<file path="src/rtl/dbg_rd_pkg.sv">
// Shared types for the two-wire debug read slave.
package dbg_rd_pkg;
    // Framing state of the slave.
    typedef enum logic [1:0] {
        ST_IDLE = 2'd0,
        ST_ADDR = 2'd1,
        ST_READ = 2'd2
    } dbg_state_e;
endpackage

</file>
<file path="src/rtl/dbg_line_sync.sv">
// Synchronizes the debug clock and data line into the system clock domain
// and reports debug clock edges and start conditions.
// Assumes: both inputs idle high; STAGES >= 2.
module dbg_line_sync #(
    parameter int unsigned STAGES = 2
) (
    input  logic clk,
    input  logic rst_n,
    input  logic dclk_i,
    input  logic ddat_i,
    output logic dclk_rise_o,
    output logic dclk_fall_o,
    output logic start_o,
    output logic ddat_s_o
);
    logic [STAGES-1:0] clk_pipe;
    logic [STAGES-1:0] dat_pipe;
    logic              clk_d;
    logic              dat_d;
    logic              clk_s;
    logic              dat_s;

    assign clk_s = clk_pipe[STAGES-1];
    assign dat_s = dat_pipe[STAGES-1];

    // Synchronizer chains, reset to the idle-high level.
    always_ff @(posedge clk) begin
        if (!rst_n) begin
            clk_pipe <= '1;
            dat_pipe <= '1;
        end else begin
            clk_pipe <= {clk_pipe[STAGES-2:0], dclk_i};
            dat_pipe <= {dat_pipe[STAGES-2:0], ddat_i};
        end
    end

    // One-cycle delayed copies for edge detection.
    always_ff @(posedge clk) begin
        if (!rst_n) begin
            clk_d <= 1'b1;
            dat_d <= 1'b1;
        end else begin
            clk_d <= clk_s;
            dat_d <= dat_s;
        end
    end

    assign dclk_rise_o = clk_s & ~clk_d;
    assign dclk_fall_o = ~clk_s & clk_d;
    assign start_o     = clk_s & clk_d & dat_d & ~dat_s;
    assign ddat_s_o    = dat_s;
endmodule

</file>
<file path="src/rtl/dbg_frame_ctrl.sv">
// Bit and byte framing for the debug read slave: captures the address byte,
// counts nine clocks per byte, sequences the block read address with
// saturation, and issues load/shift/release controls to the transmitter.
// Assumes: edge and start pulses are single-cycle and never coincide.
module dbg_frame_ctrl
    import dbg_rd_pkg::*;
#(
    parameter int unsigned ADDR_W  = 7,
    parameter int unsigned DATA_W  = 8,
    parameter int unsigned RO_LAST = 31
) (
    input  logic              clk,
    input  logic              rst_n,
    input  logic              rise_i,
    input  logic              fall_i,
    input  logic              start_i,
    input  logic              dat_i,
    output dbg_state_e        state_o,
    output logic [ADDR_W-1:0] addr_o,
    output logic              load_o,
    output logic              shift_o,
    output logic              release_o
);
    localparam int unsigned CNT_W   = $clog2(DATA_W + 1);
    localparam logic [CNT_W-1:0] SEP_IDX = CNT_W'(DATA_W);
    localparam logic [ADDR_W-1:0] TOP_ADDR = ADDR_W'(RO_LAST);

    dbg_state_e        state_q;
    logic [CNT_W-1:0]  cnt_q;
    logic [ADDR_W:0]   addr_sh_q;
    logic [ADDR_W-1:0] addr_q;

    // Framing state, bit counter, address shift-in and block address counter.
    always_ff @(posedge clk) begin
        if (!rst_n) begin
            state_q   <= ST_IDLE;
            cnt_q     <= '0;
            addr_sh_q <= '0;
            addr_q    <= '0;
        end else if (start_i) begin
            state_q <= ST_ADDR;
            cnt_q   <= '0;
        end else if (rise_i) begin
            unique case (state_q)
                ST_ADDR: begin
                    if (cnt_q == SEP_IDX) begin
                        cnt_q   <= '0;
                        addr_q  <= addr_sh_q[ADDR_W:1];
                        state_q <= addr_sh_q[0] ? ST_READ : ST_IDLE;
                    end else begin
                        addr_sh_q <= {addr_sh_q[ADDR_W-1:0], dat_i};
                        cnt_q     <= cnt_q + 1'b1;
                    end
                end
                ST_READ: begin
                    if (cnt_q == SEP_IDX) begin
                        cnt_q <= '0;
                        if (dat_i) begin
                            state_q <= ST_IDLE;
                        end else if (addr_q < TOP_ADDR) begin
                            addr_q <= addr_q + 1'b1;
                        end
                    end else begin
                        cnt_q <= cnt_q + 1'b1;
                    end
                end
                default: ;
            endcase
        end
    end

    // Transmitter controls decoded on the falling debug clock edge.
    always_comb begin
        load_o    = 1'b0;
        shift_o   = 1'b0;
        release_o = start_i;
        if (fall_i && state_q == ST_READ) begin
            if (cnt_q == '0)          load_o    = 1'b1;
            else if (cnt_q == SEP_IDX) release_o = 1'b1;
            else                       shift_o   = 1'b1;
        end
    end

    assign state_o = state_q;
    assign addr_o  = addr_q;


    frame_count_bound_chk: assert property (@(posedge clk) disable iff (!rst_n)
        cnt_q <= SEP_IDX);


    addr_saturate_chk: assert property (@(posedge clk) disable iff (!rst_n)
        (state_q == ST_READ && addr_q >= TOP_ADDR) |=> (addr_q == $past(addr_q)));
endmodule

</file>
<file path="src/rtl/dbg_tx_shift.sv">
// Output shifter for read data: loads a register byte, presents it most
// significant bit first one bit per falling debug clock edge, and owns the
// data line output enable.
// Assumes: load, shift and release are mutually exclusive; DATA_W >= 3.
module dbg_tx_shift #(
    parameter int unsigned DATA_W = 8
) (
    input  logic              clk,
    input  logic              rst_n,
    input  logic              load_i,
    input  logic              shift_i,
    input  logic              release_i,
    input  logic [DATA_W-1:0] rdata_i,
    output logic              dat_o,
    output logic              oe_o
);
    logic [DATA_W-2:0] sh_q;
    logic              dat_q;
    logic              oe_q;

    // Byte load, bit shifting and output enable control.
    always_ff @(posedge clk) begin
        if (!rst_n) begin
            sh_q  <= '0;
            dat_q <= 1'b1;
            oe_q  <= 1'b0;
        end else if (load_i) begin
            dat_q <= rdata_i[DATA_W-1];
            sh_q  <= rdata_i[DATA_W-2:0];
            oe_q  <= 1'b1;
        end else if (shift_i) begin
            dat_q <= sh_q[DATA_W-2];
            sh_q  <= {sh_q[DATA_W-3:0], 1'b0};
        end else if (release_i) begin
            oe_q  <= 1'b0;
        end
    end

    assign dat_o = dat_q;
    assign oe_o  = oe_q;
endmodule

</file>
<file path="src/rtl/dbg_rd_slave.sv">
// Top level of the two-wire debug register read slave: synchronizer,
// framing controller and output shifter.
// Assumes: the host changes data only while the debug clock is low, apart
// from start conditions, and holds each clock phase for several clk cycles.
module dbg_rd_slave
    import dbg_rd_pkg::*;
#(
    parameter int unsigned ADDR_W      = 7,
    parameter int unsigned DATA_W      = 8,
    parameter int unsigned RO_LAST     = 31,
    parameter int unsigned SYNC_STAGES = 2
) (
    input  logic              clk,
    input  logic              rst_n,
    input  logic              dbg_clk_i,
    input  logic              dbg_dat_i,
    output logic              dbg_dat_o,
    output logic              dbg_dat_oe_o,
    output logic [ADDR_W-1:0] reg_addr_o,
    output logic              reg_rd_o,
    input  logic [DATA_W-1:0] reg_rdata_i
);
    logic       rise;
    logic       fall;
    logic       start;
    logic       dat_s;
    logic       load;
    logic       shift;
    logic       release_l;
    dbg_state_e state;

    dbg_line_sync #(.STAGES(SYNC_STAGES)) u_sync (
        .clk         (clk),
        .rst_n       (rst_n),
        .dclk_i      (dbg_clk_i),
        .ddat_i      (dbg_dat_i),
        .dclk_rise_o (rise),
        .dclk_fall_o (fall),
        .start_o     (start),
        .ddat_s_o    (dat_s)
    );

    dbg_frame_ctrl #(
        .ADDR_W  (ADDR_W),
        .DATA_W  (DATA_W),
        .RO_LAST (RO_LAST)
    ) u_ctrl (
        .clk       (clk),
        .rst_n     (rst_n),
        .rise_i    (rise),
        .fall_i    (fall),
        .start_i   (start),
        .dat_i     (dat_s),
        .state_o   (state),
        .addr_o    (reg_addr_o),
        .load_o    (load),
        .shift_o   (shift),
        .release_o (release_l)
    );

    dbg_tx_shift #(.DATA_W(DATA_W)) u_tx (
        .clk       (clk),
        .rst_n     (rst_n),
        .load_i    (load),
        .shift_i   (shift),
        .release_i (release_l),
        .rdata_i   (reg_rdata_i),
        .dat_o     (dbg_dat_o),
        .oe_o      (dbg_dat_oe_o)
    );

    assign reg_rd_o = load;


    start_restarts_chk: assert property (@(posedge clk) disable iff (!rst_n)
        start |=> (state == ST_ADDR));


    load_when_released_chk: assert property (@(posedge clk) disable iff (!rst_n)
        reg_rd_o |-> !dbg_dat_oe_o);


    drive_only_reading_chk: assert property (@(posedge clk) disable iff (!rst_n)
        dbg_dat_oe_o |-> (state == ST_READ));
endmodule

</file>
<file path="config.mk">
export PLATFORM = sky130hd
export DESIGN_NAME = dbg_rd_slave
export DESIGN_NICKNAME = d
export VERILOG_FILES = /design/src/rtl/dbg_rd_pkg.sv /design/src/rtl/dbg_line_sync.sv /design/src/rtl/dbg_frame_ctrl.sv /design/src/rtl/dbg_tx_shift.sv /design/src/rtl/dbg_rd_slave.sv
export SDC_FILE = /design/constraint.sdc
export NUM_CORES = 1
export LEC_CHECK = 0
export ABC_AREA = 1
export ABC_CLOCK_PERIOD_IN_PS = 2700
export BUFFER_PORTS_ARGS = -buffer_cell sky130_fd_sc_hd__buf_2
export CAP_MARGIN = 10
export CORE_ASPECT_RATIO = 1.5
export CORE_MARGIN = 8
export CORE_UTILIZATION = 40
export DETAILED_ROUTE_END_ITERATION = 10
export PLACE_DENSITY_LB_ADDON = 0.2
export SYNTH_ARGS = -nofsm -noshare
export SYNTH_HDL_FRONTEND = slang
export SYNTH_HIERARCHICAL = 1
export SYNTH_SLANG_ARGS = --single-unit
</file>
<file path="constraint.sdc">
create_clock -name clk -period 2.7 [get_ports clk]
set_input_delay 0.135 -clock clk [delete_from_list [all_inputs] [get_ports clk]]
set_output_delay 0.135 -clock clk [all_outputs]
set_load 0.01 [all_outputs]
</file>
After elaboration in Yosys (flattened, before gate mapping). Cells that the tools add are included. W data, S select, Z words.

Flip-flop bits (word level): 36. Input port bits: 12. Logic and storage cells: 81.

Magnitude comparators: 1. Bitwise logic cells: 11. Eq/ne operators: 12. Reduce and logical (&&, ||, !) cells: 15. $add $sub $neg: 2. Mux-type cells: 28.

Operator list (count): $mux W7 (6); $mux W1 (15); $pmux W7 S2 (1); $reduce_and A5 Y1 (2); $mux W2 (4); $reduce_bool A2 Y1 (4); $add A7 B1 Y7 const B (1); $lt A7 B5 Y1 const B (1); $reduce_and A7 Y1 (1); $ne A2 B1 Y1 const B (3); $ne A2 B2 Y1 const B (3); $ne A3 B1 Y1 const B (2); $not A1 Y1 (6); $and A1 B1 Y1 (5); $add A4 B1 Y4 const B (1); $eq A4 B4 Y1 const B (1); $logic_not A4 Y1 (1); $mux W4 (1); $pmux W2 S2 (1); $reduce_and A2 Y1 (2); $reduce_and A4 Y1 (1); $reduce_or A2 Y1 (2); $ne A3 B2 Y1 const B (1); $reduce_bool A3 Y1 (1); 3 further kinds (3).

Longest topological paths before layout. Gate-level depths: netlist (run 1).

Depth in word-level cells: 9. Mapped depth: 11. Gate-level depth less buffers: 10.

By module. The synthesis (run 1) kept the hierarchy.

Modules (own cells, without submodules): dbg_frame_ctrl (area each 1112.3 um^2, times used 1, cells each 162, seq. area each 420.4 um^2); dbg_tx_shift (area each 429.2 um^2, times used 1, cells each 60, seq. area each 180.2 um^2); dbg_line_sync (area each 187.7 um^2, times used 1, cells each 24, seq. area each 120.1 um^2).

Worst setup path before layout (run 1). Ideal clock, no wire load.

Path kind: flip-flop to flip-flop. Start point: register u_ctrl.state_q[0], in the netlist u_ctrl/state_o[0]. End point: register u_tx.sh_q[1]. Stages on the path, launching flop included: 12. Arrival: 1895 ps. Setup time: 109 ps. Buffers on the path: 2. Clock period less this slack: 2004 ps. Slack: 696 ps. Cell sequence: dfxtp_1 > inv_1 > ha_1 > buf_2 > nand2_1 > nor3_1 > buf_6 > inv_6 > nand3_1 > nand3_1 > nand2_1 > inv_1.

Word-level cells in the longest chain between the ends: 4.

RTL lines: from (decl) (RTL line dbg_frame_ctrl.sv:28) `dbg_state_e state_q;`; from (signal assigned) (RTL line dbg_frame_ctrl.sv:49) `state_q <= addr_sh_q[0] ? ST_READ : ST_IDLE;`; $eq A2 B2 Y1 (*) (RTL line dbg_frame_ctrl.sv:77) `if (fall_i && state_q == ST_READ) begin`; $logic_and A1 B1 Y1 (*) (RTL line dbg_frame_ctrl.sv:77); $mux W1 (*) (RTL line dbg_frame_ctrl.sv:77); net reg_rd_o (RTL line dbg_rd_slave.sv:20) `output logic reg_rd_o,`; $mux W7 / $reduce_bool A2 Y1 (equally long branches); to (signal assigned) (RTL line dbg_tx_shift.sv:29) `sh_q <= rdata_i[DATA_W-2:0];`; to (signal assigned) (RTL line dbg_tx_shift.sv:33) `sh_q <= {sh_q[DATA_W-3:0], 1'b0};`; to (decl) (RTL line dbg_tx_shift.sv:17) `logic [DATA_W-2:0] sh_q;`.

The timed path passes the listed nets; every way through them passes the cells marked *. A chain may end at the register's enable or synchronous reset.

Final worst setup path (run 1).
Start point: register u_ctrl.state_q[0], in the netlist u_ctrl/state_o[0]. End point: register u_tx.sh_q[6].

Word-level cells in the longest chain between the ends: 4.

RTL lines: $eq A2 B2 Y1 (RTL line dbg_frame_ctrl.sv:77); $logic_and A1 B1 Y1 (RTL line dbg_frame_ctrl.sv:77); $mux W1 (RTL line dbg_frame_ctrl.sv:77); net shift (RTL line dbg_rd_slave.sv:28) `logic shift;`; $reduce_bool A2 Y1 (no source line).

The timed path passes the listed nets, and every way through them passes these cells.

==> results of run 1 <==
-- worst max-delay path, delay by kind of cell (launching register included) --
kind | cells | cell delay (ns)
AOI/OAI and AO/OA | 1 | 0.56
and+or+nand+nor | 5 | 0.51
DFF | 1 | 0.32
buffers and inverters | 2 | 0.11
adders and majority gates | 1 | 0.43
-- how the worst min path moves through the flow --
stage	startpoint	endpoint	slack, ns
after floorplan	rst_n	u_sync/clk_pipe[0]	0.20
after global placement	dbg_clk_i	u_sync/clk_pipe[0]	0.31
after detailed placement	dbg_clk_i	u_sync/clk_pipe[0]	0.31
after CTS	dbg_clk_i	u_sync/clk_pipe[0]	0.006
after global routing	dbg_clk_i	u_sync/clk_pipe[0]	0.01
final	dbg_clk_i	u_sync/clk_pipe[0]	0.01
-- synthesized netlist by cell type (2+ instances only) --
cell type	instances	area, um2
a21oi_1	15	75.07
nor2_2	3	18.77
nand3_2	2	20.02
inv_1	37	138.9
inv_2	2	7.510
ha_1	5	62.56
dfxtp_1	36	720.7
buf_6	4	45.04
nor3_1	2	10.01
o21ai_0	16	80.08
nand3_1	21	105.1
nor2_1	25	93.84
buf_2	3	15.01
nand4_1	4	25.02
xor2_1	2	17.52
nand2_1	61	229.0
-- metal layers --
metal,track usage,up-vias
met5,0,-
met4,0.05378,0
met3,0.03579,6
met2,0.2174,26
met1,0.1106,654
li1,-,809
-- area by class of cell --
type                    instances  area share
flip-flops and latches         36      0.3692
multi-input cells             163      0.4090
inverters                      40     0.07949
well taps                      46     0.02949
clock buffers                   6     0.03718
repair buffers                 22     0.05769
clock inverters                 2     0.01795
-- per-stage QoR --
step | cell area, um2 | std cells | setup slack, ns | hold WS (ns) | util
after global placement | 1844 | 307 | 0.7259 | 0.3063 | 0.4382
after detailed placement | 1844 | 307 | 0.6589 | 0.3107 | 0.4382
after global routing | 1952 | 315 | 0.3811 | 0.009676 | 0.4637
final | 1952 | 315 | 0.6658 | 0.01052 | 0.4637
after CTS | 1952 | 315 | 0.6376 | 0.006022 | 0.4637
after floorplan | 1729 | 246 | 0.6963 | 0.2037 | -
-- logic make-up after synthesis --
group / Yosys count
buffers and inverters: 47
DFF: 36
and+or+nand+nor: 124
adders and majority gates: 5
xor gates and xnor gates: 2
AOI/OAI and AO/OA: 32
-- power groups by stage --
stage	clock (W)	sequential, W	combinational (W)
after floorplan	0	0.000552	0.0000264
after global placement	0	0.000552	0.0000407
after detailed placement	0	0.000552	0.0000410
after CTS	0.000479	0.000540	0.0000413
after global routing	0.000503	0.000541	0.0000472
final	0.000463	0.000540	0.0000407
-- sequential cells by signal, indices dropped and copies added (netlist names) --
signal            count
u_sync/clk_d          1
u_sync/dat_d          1
u_ctrl/addr_sh_q      8
u_ctrl/state_o        2
u_tx/oe_o             1
u_sync/dat_pipe       2
u_sync/clk_pipe       2
u_ctrl/cnt_q          4
u_tx/dat_o            1
u_ctrl/addr_o         7
u_tx/sh_q             7
==> summary.md, run 1 <==
| Metric | Value |
|---|---|
| Synth Area in XOR/XNOR | `0.01013` |
| Pin count of the biggest net entering global routing | `31` |
| YS warnings | `6` |
| Routed wire per std cell | `11.44 um` |
| Cell-internal power | `0.0008263 W` |
| Worst Setup Start Kind | `flop` |
| Area occupied by multi-input gates | `798.3 um2` |
| Cells after Synth | `246` |
| Vias | `1495` |
| Vias in the first global route | `1478` |
| Setup repair after global routing missed its margin | `no` |
| Post-synthesis mux area share | `0` |
| Final hold vios | `0` |
| Worst path required time | `2.88 ns` |
| Resize count post-CTS | `0` |
| CP startpoint | `u_ctrl/state_o[0]` |
| Power share of the clock group | `0.444` |
| CP Class | `flop to flop` |
| Worst R2R Start | `u_ctrl/state_o[0]` |
| DPL Wire Length | `2701 um` |
| IO Pins | `22` |
| CTS tree | `done` |
| Maximum VDD drop | `0.0003426 V` |
| Part of the cycle the worst path needs | `0.7534` |
| Crit path max fanout | `14` |
| Count of cell types in the netlist | `24` |
| Highest routing layer actually used | `met4` |
| Row count | `29` |
| Slew Limit Fails | `0` |
| Switching pwr | `0.0002179 W` |
| Worst path slowest cell | `a21oi_1` |
| Reg2reg end | `u_tx/sh_q[6]` |
| Hold depth | `3` |
| Endpoints failing setup | `0` |
| Initial Util | `0.4108` |
| Crit-path cells | `inv_1, ha_1, nand2_1, a21oi_1, nor2_4, nand2_1, nand3_1, nand2_1, inv_1` |
| Die Wd | `69.69 um` |
| Largest family of logic cells by synthesized area | `simple AND/OR/NAND/NOR gates` |
| Gr ovfl total | `0` |
| Static leakage | `0.9869 nW` |
| H-tree Lvls | `2` |
| Met1 wire length | `1511 um` |
| Via density | `4.746` |
| Diode count | `0` |
| Compound-gate portion of the synthesized area | `0.09262` |
| Final min period | `2.034 ns` |
| Post-CTS Setup Repair Bufs | `0` |
| Register area share after synthesis | `0.4168` |
| Met3 routed WL | `156 um` |
| Max Fclk | `491.6 MHz` |
| Final WL | `3603 um` |
| Worst setup path end | `u_tx/sh_q[6]` |
| Clk Latency, worst-skew pair | `0.29 ns` |
| Most used cell, CP | `nand2_1` |
| Tot GR Track Use | `0.1142` |
| First-pass GRT wire length | `6292 um` |
| Slew HR | `0.5586` |
| Clk buf depth | `2` |
| Power Density | `534.9 nW/um2` |
| Arrival @ worst endpoint | `2.22 ns` |
| Core Region | `4209 um2` |
| Reg2Reg Setup Slack | `0.67 ns` |
| Top_reg_cell synth | `dfxtp_1` |
| Final nets | `285` |
| Post-synthesis simple-gate area fraction | `0.3198` |
| Storage cell area | `720.7 um2` |
| Initial antenna violation count | `0` |
| Total Neg Setup Slack | `0 ns` |
| Initial DRC count | `74` |
| Worst-path clk slew | `0.07 ns` |
| Combinational share of power | `0.039` |
| Mapped Area | `1729 um2` |
| Die height | `96.53 um` |
| Maxcap violations | `0` |
| Commonest non-fill, non-tap cells in the layout | `nand2_1, inv_1, dfxtp_1` |
| Slew @ Worst Pin | `0.6621 ns` |
| DR DRC count | `0` |
| Die footprint | `6726 um2` |
| Slowest stage delay, CP | `0.56 ns` |
| FILL cells | `448` |
| Switching share of power | `0.2087` |
| Sequential Power Share | `0.517` |
| Sink Count | `36` |
| Clock buffer count from CTS | `5` |
| Layout cell share with drive strength beyond 1 | `0.1561` |
| Mean area per synthesized cell | `7.029 um2` |
| Asr flop ratio synth | `0` |
| Commonest non-fill, non-tap cell in the layout | `nand2_1` |
| Worst reg2reg path depth | `9` |
| Crit path capture type | `flop` |
| Final GP Congestion | `0.7909` |
| Post-Syn Nets | `263` |
| Met2 Wirelength | `1870 um` |
| Cts hold-fix bufs | `0` |
| First-pass iteration count of the detailed router | `4` |
| Post-Synth Adder-Cell Area | `0.03618` |
| ANT nets after route | `0` |
| Port Buffers | `21` |
| Clock skew | `0.005766 ns` |
| Root Driver | `clkbuf_8` |
| Yosys reg bits | `36` |
| Layout area overhead | `12.88%` |
| Worst min path class | `input pin to flop` |
| Total power | `0.001044 W` |
| Status | `finished clean` |
| Number of synthesized flops with an enable pin | `0` |
Note: power is estimated with default switching activity, not from simulation.
==> run 2, diff against run 1 <==
--- a/config.mk
+++ b/config.mk
@@ -6,7 +6,7 @@
 export NUM_CORES = 1
 export LEC_CHECK = 0
 export ABC_AREA = 1
-export ABC_CLOCK_PERIOD_IN_PS = 2700
+export ABC_CLOCK_PERIOD_IN_PS = 2040
 export BUFFER_PORTS_ARGS = -buffer_cell sky130_fd_sc_hd__buf_2
 export CAP_MARGIN = 10
 export CORE_ASPECT_RATIO = 1.5
==> constraint.sdc (replaced) <==
create_clock -name clk -period 2.04 [get_ports clk]
set_input_delay 0.102 -clock clk [delete_from_list [all_inputs] [get_ports clk]]
set_output_delay 0.102 -clock clk [all_outputs]
set_load 0.01 [all_outputs]
==> run 2 against run 1 <==
Hold slack gained 0.017 ns. Sequential power grew 32%. First-iteration DRC count grew 6.8%. Core utilization grew 1.2 points. Sequential share of layout area shrank 0.90 points. Largest cell class unchanged.
==> summary.md, run 2 (synthesized netlist as in run 1, its figures left out) <==
| Metric | Value |
|---|---|
| Worst Setup Start Kind | `flop` |
| Slew Limit Fails | `0` |
| Commonest non-fill, non-tap cells in the layout | `nand2_1, inv_1, dfxtp_1` |
| H-tree Lvls | `2` |
| WHS | `0.02798 ns` |
| Final nets | `290` |
| Row count | `29` |
| Vias | `1558` |
| FILL cells | `437` |
| Pre-CTS setup slack | `0.2404 ns` |
| Endpoints failing setup | `0` |
| Max FFs per register | `8` |
| Clk Latency, worst-skew pair | `0.29 ns` |
| Layout area overhead | `15.70%` |
| First-pass GRT wire length | `6679 um` |
| Initial DRC count | `79` |
| Worst path required time | `1.94 ns` |
| Status | `finished clean` |
| ANT nets after route | `0` |
| Port Buffers | `21` |
| Clock buffer count from CTS | `5` |
| DPL Wire Length | `2746 um` |
| Initial Util | `0.4108` |
| Clk buf depth | `2` |
| Static leakage | `1.009 nW` |
| Crit path capture type | `primary output` |
| Final GP Congestion | `0.8215` |
| Final min period | `1.800 ns` |
| Crit path max fanout | `14` |
| Core Region | `4209 um2` |
| Die footprint | `6726 um2` |
| Routed wire per std cell | `11.83 um` |
| Initial antenna violation count | `0` |
| Root Driver | `clkbuf_8` |
| Via density | `4.869` |
| Sink Count | `36` |
| Final Util | `0.4753` |
| First-pass iteration count of the detailed router | `4` |
| Slew HR | `0.7738` |
| Arrival @ worst endpoint | `1.70 ns` |
| DR DRC count | `0` |
| Worst setup margin | `0.2398 ns` |
| Die Wd | `69.69 um` |
| Maximum VDD drop | `0.0005165 V` |
| Max Fclk | `555.5 MHz` |
| Maxcap violations | `0` |
| Die height | `96.53 um` |
| CTS tree | `done` |
| Setup repair after global routing missed its margin | `no` |
| Clock skew | `0.004058 ns` |
| Layout cell share with drive strength beyond 1 | `0.1715` |
| Commonest non-fill, non-tap cell in the layout | `nand2_1` |
| Worst-path clk slew | `0.07 ns` |
| Total Neg Setup Slack | `0 ns` |
| Final WL | `3785 um` |
| Diode count | `0` |
| IO Pins | `22` |
| Worst min path class | `input pin to flop` |
| Largest Register | `u_ctrl/addr_sh_q` |
| Final hold vios | `0` |
| Tot GR Track Use | `0.1202` |
| CP Class | `flop to primary output` |
| Vias in the first global route | `1572` |
| Gr ovfl total | `0` |
| Slew @ Worst Pin | `0.3383 ns` |
| Pin count of the biggest net entering global routing | `18` |
| Power Density | `698.9 nW/um2` |
| Part of the cycle the worst path needs | `0.8824` |
==> run 2: cell type report <==
| type | count | area, um2 | share of cell area |
|---|---|---|---|
| Multi-Input combinational cell | 163 | 800.8 | 0.4002 |
| Sequential cell | 36 | 720.7 | 0.3602 |
| Timing Repair Buffer | 27 | 155.1 | 0.07755 |
| Inverter | 40 | 155.1 | 0.07755 |
| Clock buffer | 5 | 68.82 | 0.03440 |
| Tap cell | 46 | 57.56 | 0.02877 |
| Clock inverter | 3 | 42.54 | 0.02126 |
==> run 2: routing by layer <==
metal  global-route usage  routed length [um]
met5                    0                   0
met1               0.1125                1567
met3              0.04294                 190
met4              0.06387                  63
met2               0.2267                1964
==> run 2: metrics by stage <==
stage / cell area [um2] / std cells / total power (W)
floorplan: 1729 / 246 / 0.0007654
global placement: 1867 / 310 / 0.0007874
detailed placement: 1867 / 310 / 0.0007878
CTS: 1998 / 320 / 0.001425
global route: 2001 / 320 / 0.001456
finish: 2001 / 320 / 0.001398
==> run 2: timing repair <==
action	4_1_cts	5_1_grt
buffers inserted	0	0
setup endpoints to repair	0	1
hold buffers	2	0
resized for setup	0	1
hold endpoints to repair	2	0
==> run 2: path summary, 6_finish.rpt <==
check | startpoint | end | slack [ns] | depth (start not counted)
setup / recovery | u_ctrl/state_o[0] | reg_rd_o | 0.24 | 6
hold / removal | reg_rdata_i[7] | u_tx/dat_o | 0.03 | 3
setup reg to reg | u_ctrl/state_o[0] | u_tx/sh_q[6] | 0.38 | 10
hold reg to reg | u_sync/clk_pipe[0] | u_sync/clk_pipe[1] | 0.40 | 2
==> run 2: power breakdown <==
part | leakage [nW] | switching [W] | internal (W) | total [W]
Sequential | 0.291 | 0.00000438 | 0.000710 | 0.000715
Clock | 0.0541 | 0.000262 | 0.000362 | 0.000624
Combinational | 0.663 | 0.0000351 | 0.0000247 | 0.0000598
==> run 2: worst max-delay path, stage by stage (launching register included) <==
cell,delay [ns]
dfxtp_1,0.33
inv_1,0.06
ha_2,0.33
nand2_1,0.15
nor3_2,0.16
buf_4,0.23
buf_2,0.16
